==> config.mk <==
export PLATFORM = sky130hd
export DESIGN_NAME = addr_win_unit
export DESIGN_NICKNAME = d
export VERILOG_FILES = /design/src/rtl/addr_win_pkg.sv /design/src/rtl/addr_win_regs.sv /design/src/rtl/addr_win_match.sv /design/src/rtl/addr_win_pick.sv /design/src/rtl/addr_win_unit.sv
export SDC_FILE = /design/constraint.sdc
export NUM_CORES = 1
export LEC_CHECK = 0
export BUFFER_PORTS_ARGS = -buffer_cell sky130_fd_sc_hd__buf_2
export CORE_MARGIN = 2
export CORE_UTILIZATION = 45
export CTS_BUF_LIST = sky130_fd_sc_hd__clkbuf_4 sky130_fd_sc_hd__clkbuf_8 sky130_fd_sc_hd__clkbuf_16
export DETAILED_ROUTE_END_ITERATION = 10
export HOLD_SLACK_MARGIN = 0.03
export PLACE_DENSITY = 0.62
export SYNTH_ARGS = -nofsm -noshare
export SYNTH_HDL_FRONTEND = slang
export SYNTH_SLANG_ARGS = --single-unit
export TNS_END_PERCENT = 5
==> constraint.sdc <==
create_clock -name clk_i -period 2.9 [get_ports clk_i]
set_input_delay 0.58 -clock clk_i [delete_from_list [all_inputs] [get_ports clk_i]]
set_output_delay 0.58 -clock clk_i [all_outputs]
set_load 0.02 [all_outputs]
==> src/rtl/addr_win_pkg.sv <==
package addr_win_pkg;
  localparam int unsigned DW = 32;
  localparam int unsigned HW = 16;

  typedef enum logic [1:0] {
    OFS_CTRL = 2'd0,
    OFS_BASE = 2'd1,
    OFS_RLO  = 2'd2,
    OFS_RHI  = 2'd3
  } reg_ofs_e;

  typedef struct packed {
    logic [HW-1:0] size_m;
    logic [7:0]    attr;
    logic [3:0]    tgt;
    logic          en;
  } win_ctrl_t;
endpackage

==> src/rtl/addr_win_regs.sv <==
module addr_win_regs
  import addr_win_pkg::*;
#(
  parameter int unsigned NUM_WIN   = 8,
  parameter int unsigned NUM_REMAP = 4,
  localparam int unsigned IDXW     = $clog2(NUM_WIN),
  localparam int unsigned RAW      = IDXW + 2
) (
  input  logic            clk_i,
  input  logic            rst_ni,
  input  logic            we_i,
  input  logic [RAW-1:0]  addr_i,
  input  logic [DW-1:0]   wdata_i,
  output logic [DW-1:0]   rdata_o,
  output win_ctrl_t       ctrl_o  [NUM_WIN],
  output logic [HW-1:0]   base_o  [NUM_WIN],
  output logic [HW-1:0]   remap_o [NUM_WIN]
);
  logic [IDXW-1:0] idx;
  reg_ofs_e        ofs;
  logic [DW-1:0]   rhi [NUM_WIN];
  logic            unused_wbits;

  assign idx = addr_i[RAW-1:2];
  assign ofs = reg_ofs_e'(addr_i[1:0]);
  assign unused_wbits = ^wdata_i[3:1];

  for (genvar i = 0; i < NUM_WIN; i++) begin : g_win
    logic sel;
    assign sel = we_i && (idx == IDXW'(i));

    always_ff @(posedge clk_i or negedge rst_ni) begin
      if (!rst_ni) begin
        ctrl_o[i] <= '0;
        base_o[i] <= '0;
      end else if (sel) begin
        if (ofs == OFS_CTRL) ctrl_o[i] <= {wdata_i[31:16], wdata_i[15:8], wdata_i[7:4], wdata_i[0]};
        if (ofs == OFS_BASE) base_o[i] <= wdata_i[31:16];
      end
    end

    if (i < NUM_REMAP) begin : g_remap
      always_ff @(posedge clk_i or negedge rst_ni) begin
        if (!rst_ni) begin
          remap_o[i] <= '0;
          rhi[i]     <= '0;
        end else if (sel) begin
          if (ofs == OFS_RLO) remap_o[i] <= wdata_i[31:16];
          if (ofs == OFS_RHI) rhi[i]     <= wdata_i;
        end
      end
    end else begin : g_fixed
      assign remap_o[i] = '0;
      assign rhi[i]     = '0;
    end
  end

  always_comb begin
    rdata_o = '0;
    for (int i = 0; i < NUM_WIN; i++) begin
      if (idx == IDXW'(i)) begin
        unique case (ofs)
          OFS_CTRL: rdata_o = {ctrl_o[i].size_m, ctrl_o[i].attr, ctrl_o[i].tgt, 3'b000, ctrl_o[i].en};
          OFS_BASE: rdata_o = {base_o[i], 16'h0};
          OFS_RLO:  rdata_o = {remap_o[i], 16'h0};
          OFS_RHI:  rdata_o = rhi[i];
        endcase
      end
    end
  end

  // a base write lands in the addressed window
  a_r3_base_write: assert property (@(posedge clk_i) disable iff (!rst_ni)
    (we_i && ofs == OFS_BASE) |=> base_o[$past(idx)] == $past(wdata_i[31:16]));

  // the enable bit follows bit 0 of a control write
  a_r2_ctrl_enable: assert property (@(posedge clk_i) disable iff (!rst_ni)
    (we_i && ofs == OFS_CTRL) |=> ctrl_o[$past(idx)].en == $past(wdata_i[0]));
endmodule

==> src/rtl/addr_win_match.sv <==
module addr_win_match
  import addr_win_pkg::*;
#(
  parameter int unsigned NUM_WIN   = 8,
  parameter int unsigned NUM_REMAP = 4
) (
  input  logic [DW-1:0] addr_i,
  input  win_ctrl_t     ctrl_i  [NUM_WIN],
  input  logic [HW-1:0] base_i  [NUM_WIN],
  input  logic [HW-1:0] remap_i [NUM_WIN],
  output logic          hit_o   [NUM_WIN],
  output logic [DW-1:0] xlat_o  [NUM_WIN]
);
  logic [HW-1:0] pg;
  assign pg = addr_i[DW-1:HW];

  for (genvar i = 0; i < NUM_WIN; i++) begin : g_cmp
    logic [HW-1:0] keep;
    assign keep     = ~ctrl_i[i].size_m;
    assign hit_o[i] = ctrl_i[i].en && (((pg ^ base_i[i]) & keep) == '0);

    if (i < NUM_REMAP) begin : g_xl
      assign xlat_o[i] = {remap_i[i] | (pg & ctrl_i[i].size_m), addr_i[HW-1:0]};
    end else begin : g_pass
      logic [HW-1:0] unused_remap;
      assign unused_remap = remap_i[i];
      assign xlat_o[i]    = addr_i;
    end
  end
endmodule

==> src/rtl/addr_win_pick.sv <==
module addr_win_pick
  import addr_win_pkg::*;
#(
  parameter int unsigned NUM_WIN = 8,
  localparam int unsigned IDXW   = $clog2(NUM_WIN)
) (
  input  logic          clk_i,
  input  logic          rst_ni,
  input  logic [DW-1:0] addr_i,
  input  logic          hit_i    [NUM_WIN],
  input  logic [DW-1:0] xlat_i   [NUM_WIN],
  input  win_ctrl_t     ctrl_i   [NUM_WIN],
  output logic          hit_o,
  output logic [3:0]    target_o,
  output logic [7:0]    attr_o,
  output logic [DW-1:0] addr_o
);
  logic            any;
  logic [IDXW-1:0] sel;

  // descending scan so the lowest index is taken last
  always_comb begin
    any = 1'b0;
    sel = '0;
    for (int i = NUM_WIN - 1; i >= 0; i--) begin
      if (hit_i[i]) begin
        any = 1'b1;
        sel = IDXW'(i);
      end
    end
  end

  always_ff @(posedge clk_i or negedge rst_ni) begin
    if (!rst_ni) begin
      hit_o    <= 1'b0;
      target_o <= '0;
      attr_o   <= '0;
      addr_o   <= '0;
    end else begin
      hit_o    <= any;
      target_o <= any ? ctrl_i[sel].tgt  : 4'h0;
      attr_o   <= any ? ctrl_i[sel].attr : 8'h0;
      addr_o   <= any ? xlat_i[sel]      : addr_i;
    end
  end

  logic hit_seen;
  always_comb begin
    hit_seen = 1'b0;
    for (int i = 0; i < NUM_WIN; i++) hit_seen |= hit_i[i];
  end

  // hit reflects the window compare one cycle earlier
  a_r12_hit_latency: assert property (@(posedge clk_i) disable iff (!rst_ni)
    1'b1 |=> hit_o == $past(hit_seen));
endmodule

==> src/rtl/addr_win_unit.sv <==
module addr_win_unit
  import addr_win_pkg::*;
#(
  parameter int unsigned NUM_WIN   = 8,
  parameter int unsigned NUM_REMAP = 4,
  localparam int unsigned RAW      = $clog2(NUM_WIN) + 2
) (
  input  logic            clk_i,
  input  logic            rst_ni,
  input  logic            reg_we_i,
  input  logic [RAW-1:0]  reg_addr_i,
  input  logic [31:0]     reg_wdata_i,
  output logic [31:0]     reg_rdata_o,
  input  logic [31:0]     lk_addr_i,
  output logic            lk_hit_o,
  output logic [3:0]      lk_target_o,
  output logic [7:0]      lk_attr_o,
  output logic [31:0]     lk_addr_o
);
  win_ctrl_t     ctrl  [NUM_WIN];
  logic [HW-1:0] base  [NUM_WIN];
  logic [HW-1:0] remap [NUM_WIN];
  logic          hit   [NUM_WIN];
  logic [DW-1:0] xlat  [NUM_WIN];

  addr_win_regs #(.NUM_WIN(NUM_WIN), .NUM_REMAP(NUM_REMAP)) u_regs (
    .clk_i   (clk_i),
    .rst_ni  (rst_ni),
    .we_i    (reg_we_i),
    .addr_i  (reg_addr_i),
    .wdata_i (reg_wdata_i),
    .rdata_o (reg_rdata_o),
    .ctrl_o  (ctrl),
    .base_o  (base),
    .remap_o (remap)
  );

  addr_win_match #(.NUM_WIN(NUM_WIN), .NUM_REMAP(NUM_REMAP)) u_match (
    .addr_i  (lk_addr_i),
    .ctrl_i  (ctrl),
    .base_i  (base),
    .remap_i (remap),
    .hit_o   (hit),
    .xlat_o  (xlat)
  );

  addr_win_pick #(.NUM_WIN(NUM_WIN)) u_pick (
    .clk_i    (clk_i),
    .rst_ni   (rst_ni),
    .addr_i   (lk_addr_i),
    .hit_i    (hit),
    .xlat_i   (xlat),
    .ctrl_i   (ctrl),
    .hit_o    (lk_hit_o),
    .target_o (lk_target_o),
    .attr_o   (lk_attr_o),
    .addr_o   (lk_addr_o)
  );

  // a miss carries no target or attribute
  a_r11_miss_clean: assert property (@(posedge clk_i) disable iff (!rst_ni)
    !lk_hit_o |-> (lk_target_o == 4'h0 && lk_attr_o == 8'h0));
endmodule

==> flow_metrics.env, run 1 <==
export IMPL_status="finished, violations left"
export IMPL_violations="negative setup slack"
export IMPL_use_met2_pct=49.9
export IMPL_post_route_period_util_pct=107
export IMPL_placed_area_mm2=0.0343
export IMPL_yosysWarnings=0
export IMPL_clk_latency_ns=0.62
export IMPL_hpwl_um=74700
export IMPL_max_freq_mhz=321
export IMPL_cts_buffer_depth=3
export IMPL_whs_ns=0.0652
export IMPL_dr_pass1_iters=5
export IMPL_synth_seq_cells=597
export IMPL_core_area_mm2=0.0661
export IMPL_top_usage_layer="met2"
export IMPL_numPortBuffers=148
export IMPL_syn2layout_area_growth_pct=24.3
export IMPL_drcViolationCount=0
export IMPL_synth_edff_count=0
export IMPL_synth_seq_area_share_pct=49.5
export IMPL_routabilityCongestion=0.954
export IMPL_drtIter0Drc=2679
export IMPL_path_depth=13
export IMPL_grt_pass1_wl_um=160000
export IMPL_min_path_type="in2reg"
export IMPL_initial_core_util_pct=45.7
export IMPL_wirelength_um=109000
export IMPL_crit_type="in2out"
export IMPL_met1_usage_pct=42.0
export IMPL_grt_max_degree=83
export IMPL_endpoint_kind="primary output"
export IMPL_cts_buffers=69
export IMPL_start_kind="input pin"
export IMPL_rr_worst_depth=12
export IMPL_use_met3_pct=4.54
export IMPL_netlist_area_mm2=0.0302
export IMPL_yosys_area_top_type="dfrtp_1"
export IMPL_fin_nets=2862
export IMPL_cp_data_required_time_ns=2.32
export IMPL_fin_util_pct=56.8
export IMPL_finalCriticalPeriod_ns=3.12
export IMPL_async_flop_share_pct=100
export IMPL_holdPathStages=1
export IMPL_antenna_found_initial=0
export IMPL_fin_tns_setup_ns=-3.87
export IMPL_worst_pin_slew_ns=0.756
export IMPL_rsz0062_at_grt="yes"
export IMPL_wire_per_inst_um=29.3
export IMPL_synthCells=2442
export IMPL_syn_nets=2514
export IMPL_dpl_worst_slack_ns=-0.614
export IMPL_avgSynthCellArea_um2=12.4
export IMPL_hold_violations=0
export IMPL_root_buffer="clkbuf_16"
export IMPL_crit_chain="buf_2 -> buf_12 -> buf_4 -> nor3_4 -> nand2_1 -> a21oi_1 -> a21oi_1 -> o21ai_1 -> nand3_1 -> o211ai_1 -> nand3_1 -> a31oi_1 -> buf_4"
export IMPL_synth_area_top_cells="dfrtp_1, mux2_2, xnor2_1, mux4_2, mux2i_1"
export IMPL_peakVddDrop_v=0.000476
export IMPL_setup_viol=44
export IMPL_via_per_inst=6.28
export IMPL_clkSinkCount=597
export IMPL_yosysUniqueCellTypes=69
export IMPL_power_leakage_nw=16.5
export IMPL_final_design_area_no_fill_mm2=0.0375
export IMPL_die_area_mm2=0.0692
export IMPL_p_per_area_mw_per_mm2=683
export IMPL_fin_ws_ns=-0.215
export IMPL_yosysTopAreaCellShare_pct=49.5
export IMPL_slowest_delay_ns=0.22
export IMPL_crit_family="compound AO/OA/AOI/OAI gates"
export IMPL_synth_ff_type="dfrtp_1"
export IMPL_overflow=0
export IMPL_crit_arrival_ns=2.54
export IMPL_slowest_stage="nor3_4"
export IMPL_rows=94
export IMPL_clk_pin_slew_worst_paths_ns=0.05
export IMPL_yosysMostFrequentCell="dfrtp_1"
export IMPL_grt_usage_pct=31.0
export IMPL_cap_violations=0
export IMPL_cts_tree="built"
export IMPL_fp_dieH_um=263
export IMPL_synth_top_cells_by_count="dfrtp_1, mux2_2, clkbuf_1, xnor2_1"
export IMPL_antenna_left=0
export IMPL_drive_above_1_share_pct=47.1
export IMPL_path_max_fanout=9
export IMPL_cp_num_buf_inv=4
export IMPL_skew_ns=0.0271
export IMPL_cts_htree_levels=3
export IMPL_slew_limit_headroom_pct=49.5
export IMPL_first_global_vias=23800
export IMPL_io_pins=149
export IMPL_antenna_cells=0
export IMPL_die_w_um=263
export IMPL_slew_violations=0
export IMPL_vias=23200
==> final timing paths <==
check	slack (ns)	endpoint	startpoint
min in group asynchronous	0.52	u_regs.ctrl_o[3]	rst_ni
setup / recovery	-0.22	reg_rdata_o[30]	reg_addr_i[3]
max in group asynchronous	1.48	u_regs.ctrl_o[140]	rst_ni
hold reg to reg	0.51	u_regs.rhi[200]	u_regs.rhi[200]
hold / removal	0.07	u_pick.addr_o[3]	lk_addr_i[3]
setup reg to reg	-0.15	u_pick.attr_o[7]	u_regs.base_o[37]
==> cells by family after synthesis <==
| group | after synthesis | synth area share, % |
|---|---|---|
| compound gates | 517 | 11.5 |
| xor+xnor | 128 | 3.74 |
| simple gates | 283 | 4.44 |
| flops | 597 | 49.5 |
| buf+inv | 213 | 3.41 |
| mux | 704 | 27.4 |
==> what timing repair did <==
action | 4_1_cts | 5_1_grt
setup buffers | 11 | 5
gates cloned | 2 | 3
hold buffers | 1 | 0
pin swaps | 25 | 38
gates resized for setup | 89 | 57
endpoints found under the setup margin | 57 | 57
hold endpoints to repair | 38 | 0
==> per-layer routing <==
layer | up-vias | routed length (um)
li1 | 9771 | -
met1 | 12100 | 45100
met2 | 1095 | 50600
met3 | 284 | 7660
met4 | 0 | 5260
met5 | - | 0
==> stage by stage <==
step	cells	power, W
floorplan	2442	0.0140
global placement	3561	0.0160
detailed placement	3561	0.0162
CTS	3695	0.0256
global route	3703	0.0266
finish	3703	0.0256
==> placed cells by master, fill, tap and decap left out, types with 12 or more instances in the layout <==
master     Yosys  layout
a211oi_1      16      16
buf_2         14     133
mux2i_1       87      84
nor2_1       110      99
clkbuf_16      0      73
nor2b_1       12      12
mux4_2        40      40
mux2_2       577     567
a21oi_1      110     103
a22oi_2        2      12
clkbuf_8       2      24
buf_12         1      65
a22oi_1       76      66
buf_6         19      17
a221oi_1      26      20
nand2_1       50      46
nand3_1       57      48
xnor2_1      127     122
o211ai_1      23      23
a31oi_1       28      20
o21ai_0       72      68
a22o_1        12      12
dfrtp_1      597     588
buf_4          4     257
o21ai_1       11      15
o22ai_1       87      84
==> sequential cells by signal (all words and copies together), names as in the netlist <==
register,flops
u_pick.addr_o,32
u_pick.attr_o,8
u_pick.hit_o,1
u_pick.target_o,4
u_regs.base_o,128
u_regs.ctrl_o,232
u_regs.remap_o,64
u_regs.rhi,128
==> final cells by class <==
class / count / area (um^2)
multi-input combinational: 1632 / 14700
tap: 864 / 1080
inverter: 5 / 20.0
sequential: 597 / 15000
clock buffer: 106 / 2190
timing repair buffer: 485 / 4350
fill: 5506 / 28600
clock inverter: 14 / 204
==> where the power goes <==
group	leakage, nW	switching [W]	internal (W)	total, W
Clock	1.20	0.00357	0.00563	0.00920
Combinational	7.71	0.00236	0.00275	0.00510
Sequential	7.60	0.00145	0.00987	0.0113
Total	16.5	0.00738	0.0182	0.0256
Note: power is estimated with default switching activity, not from simulation.
==> inputs of run 2 (changes only) <==
--- a/config.mk
+++ b/config.mk
@@ -7,11 +7,11 @@
 export LEC_CHECK = 0
 export BUFFER_PORTS_ARGS = -buffer_cell sky130_fd_sc_hd__buf_2
 export CORE_MARGIN = 2
-export CORE_UTILIZATION = 45
+export CORE_UTILIZATION = 55
 export CTS_BUF_LIST = sky130_fd_sc_hd__clkbuf_4 sky130_fd_sc_hd__clkbuf_8 sky130_fd_sc_hd__clkbuf_16
 export DETAILED_ROUTE_END_ITERATION = 10
 export HOLD_SLACK_MARGIN = 0.03
-export PLACE_DENSITY = 0.62
+export PLACE_DENSITY = 0.74
 export SYNTH_ARGS = -nofsm -noshare
 export SYNTH_HDL_FRONTEND = slang
 export SYNTH_SLANG_ARGS = --single-unit
==> constraint.sdc (replaced) <==
create_clock -name clk_i -period 2.9 [get_ports clk_i]
set_input_delay 0.29 -clock clk_i [delete_from_list [all_inputs] [get_ports clk_i]]
set_output_delay 0.29 -clock clk_i [all_outputs]
set_load 0.02 [all_outputs]
==> run 2 against run 1 <==
Compared with the run above:
- the flow still finishes with violations (negative setup slack)
- critical path depth is the same
- maximum frequency grew 2.9%
- global-route usage grew 4.2 points
- sequential share of layout area grew 1.8 points
- non-clock buffer count shrank 90
- power shrank 2.7%
- clock power shrank 3.4%
- critical path type is now reg2reg
==> flow_metrics.env, run 2 (synthesis gave the netlist of run 1 again) <==
export IMPL_power_leakage_nw=15.8
export IMPL_fin_tns_setup_ns=-1.77
export IMPL_dpl_worst_slack_ns=-0.202
export IMPL_grt_pass1_wl_um=149000
export IMPL_die_area_mm2=0.0568
export IMPL_via_per_inst=6.66
export IMPL_status="finished, violations left"
export IMPL_rsz0062_at_grt="yes"
export IMPL_min_path_type="in2reg"
export IMPL_crit_arrival_ns=3.48
export IMPL_hpwl_um=67900
export IMPL_p_switching_w=0.00711
export IMPL_finalPower_w=0.0249
export IMPL_reg2reg_from="u_regs.base_o[47]"
export IMPL_routabilityCongestion=0.958
export IMPL_rows=85
export IMPL_cts_htree_levels=3
export IMPL_fin_nets=2770
export IMPL_drtIter0Drc=2733
export IMPL_die_w_um=238
export IMPL_endpoint_kind="flop"
export IMPL_cts_tree="built"
export IMPL_antenna_found_initial=3
export IMPL_wirelength_um=101000
export IMPL_grt_max_degree=123
export IMPL_core_area_mm2=0.0540
export IMPL_vias=23000
export IMPL_fp_dieH_um=238
export IMPL_cts_buffers=67
export IMPL_peakVddDrop_v=0.000629
export IMPL_cp_data_required_time_ns=3.36
export IMPL_violations="negative setup slack"
export IMPL_setup_viol=28
export IMPL_io_pins=149
export IMPL_max_freq_mhz=330
export IMPL_swShare_pct=28.5
export IMPL_first_global_vias=23500
export IMPL_syn2layout_area_growth_pct=18.9
export IMPL_p_per_area_mw_per_mm2=695
export IMPL_largest_register_ffs=232
export IMPL_power_frac_clock_pct=35.7
export IMPL_overflow=0
export IMPL_crit_type="reg2reg"
export IMPL_wire_per_inst_um=29.2
export IMPL_numPortBuffers=148
export IMPL_endpoint="u_pick.attr_o[4]"
export IMPL_fin_ws_ns=-0.127
export IMPL_top_register="u_regs.ctrl_o"
export IMPL_crit_start="u_regs.base_o[47]"
export IMPL_finalCriticalPeriod_ns=3.03
export IMPL_clkSinkCount=597
export IMPL_cap_violations=0
export IMPL_slew_violations=0
export IMPL_post_route_period_util_pct=104
export IMPL_root_buffer="clkbuf_16"
export IMPL_dr_pass1_iters=8
export IMPL_drcViolationCount=0
export IMPL_antenna_left=0
export IMPL_clk_pin_slew_worst_paths_ns=0.06
export IMPL_ff2ff_setup_slack_ns=-0.13
export IMPL_start_kind="flop"
export IMPL_power_frac_comb_pct=19.2
export IMPL_hold_violations=0
export IMPL_skew_ns=0.0287
export IMPL_intPower_w=0.0178
export IMPL_slew_limit_headroom_pct=38.2
export IMPL_fin_util_pct=66.4
export IMPL_path_max_fanout=14
export IMPL_initial_core_util_pct=55.9
export IMPL_mostFrequentLayoutCells="dfrtp_1, mux2_2, buf_4"
export IMPL_rr_worst_depth=13
export IMPL_final_common_cell="dfrtp_1"
export IMPL_worst_pin_slew_ns=0.926
export IMPL_grt_usage_pct=35.2
export IMPL_n_fill_cell=3948
export IMPL_drive_above_1_share_pct=42.9
export IMPL_clk_latency_ns=0.62
export IMPL_seq_power_share_pct=45.1
export IMPL_cts_buffer_depth=3
export IMPL_regToRegEndpoint="u_pick.attr_o[4]"
export IMPL_top_regs="u_regs.ctrl_o: 232 flops, u_regs.base_o: 128 flops, u_regs.rhi: 128 flops"
==> run 2: area by class of cell <==
class                      count  area (um^2)  share of cell area (%)
sequential                   597        14900                    41.6
multi-input combinational   1632        14500                    40.4
timing repair buffer         395         3220                    8.98
clock buffer                 104         2140                    5.97
tap                          696          871                    2.43
clock inverter                17          185                   0.516
inverter                       5         18.8                  0.0523
antenna                        3         7.51                  0.0209
==> run 2: critical path, cell delays in order, from the launching register on <==
cell and delay, ns:
dfrtp_1 0.40, xnor2_1 0.18, o22ai_1 0.10, or4_4 0.56
nor4_4 0.26, buf_4 0.20, a211oi_4 0.06, o21ai_4 0.17
buf_12 0.15, buf_6 0.12, clkbuf_16 0.18, buf_4 0.14
mux2i_1 0.23, o211ai_1 0.13
==> run 2: metrics by stage <==
stage,hold WS [ns],std cells,area (um^2)
2_1_floorplan,-0.00559,2442,30200
3_3_place_gp,0.262,3294,32900
3_5_place_dp,0.274,3294,32900
4_1_cts,0.0585,3435,35500
5_1_grt,0.0857,3446,35900
6_report,0.0814,3449,35900
==> run 2: worst min-delay path by stage <==
stage	cells past startpoint	to	start	slack, ns
6_report	2	u_regs.ctrl_o[146]	reg_wdata_i[4]	0.08
5_1_grt	2	u_regs.ctrl_o[70]	reg_wdata_i[15]	0.09
4_1_cts	2	u_regs.rhi[228]	reg_wdata_i[4]	0.06
3_5_place_dp	1	u_regs.ctrl_o[89]	rst_ni	0.27
3_3_place_gp	1	u_regs.ctrl_o[2]	rst_ni	0.26
2_1_floorplan	0	u_pick.addr_o[0]	rst_ni	-0.006
==> run 2: power by group through the flow <==
stage / combinational, W / clock [W] / sequential, W
after floorplan: 0.00311 / 0 / 0.0109
after global routing: 0.00507 / 0.00931 / 0.0114
after global placement: 0.00446 / 0 / 0.0112
after detailed placement: 0.00460 / 0 / 0.0113
final: 0.00478 / 0.00889 / 0.0113
after CTS: 0.00468 / 0.00899 / 0.0112
==> run 2: metal layers <==
layer | track usage [%] | wire (um) | vias to the layer above
met5 | 0 | 11 | -
met4 | 19.2 | 6280 | 2
met3 | 6.56 | 8130 | 337
met2 | 55.9 | 46700 | 1249
met1 | 45.9 | 39500 | 11800
li1 | - | - | 9586
==> run 2: what timing repair did <==
action	4_1_cts	5_1_grt
gates resized for setup	17	35
gates cloned	0	2
setup buffers	0	9
setup endpoints to repair	29	45
hold buffers	20	0
pin swaps	1	19
hold endpoints to repair	77	0
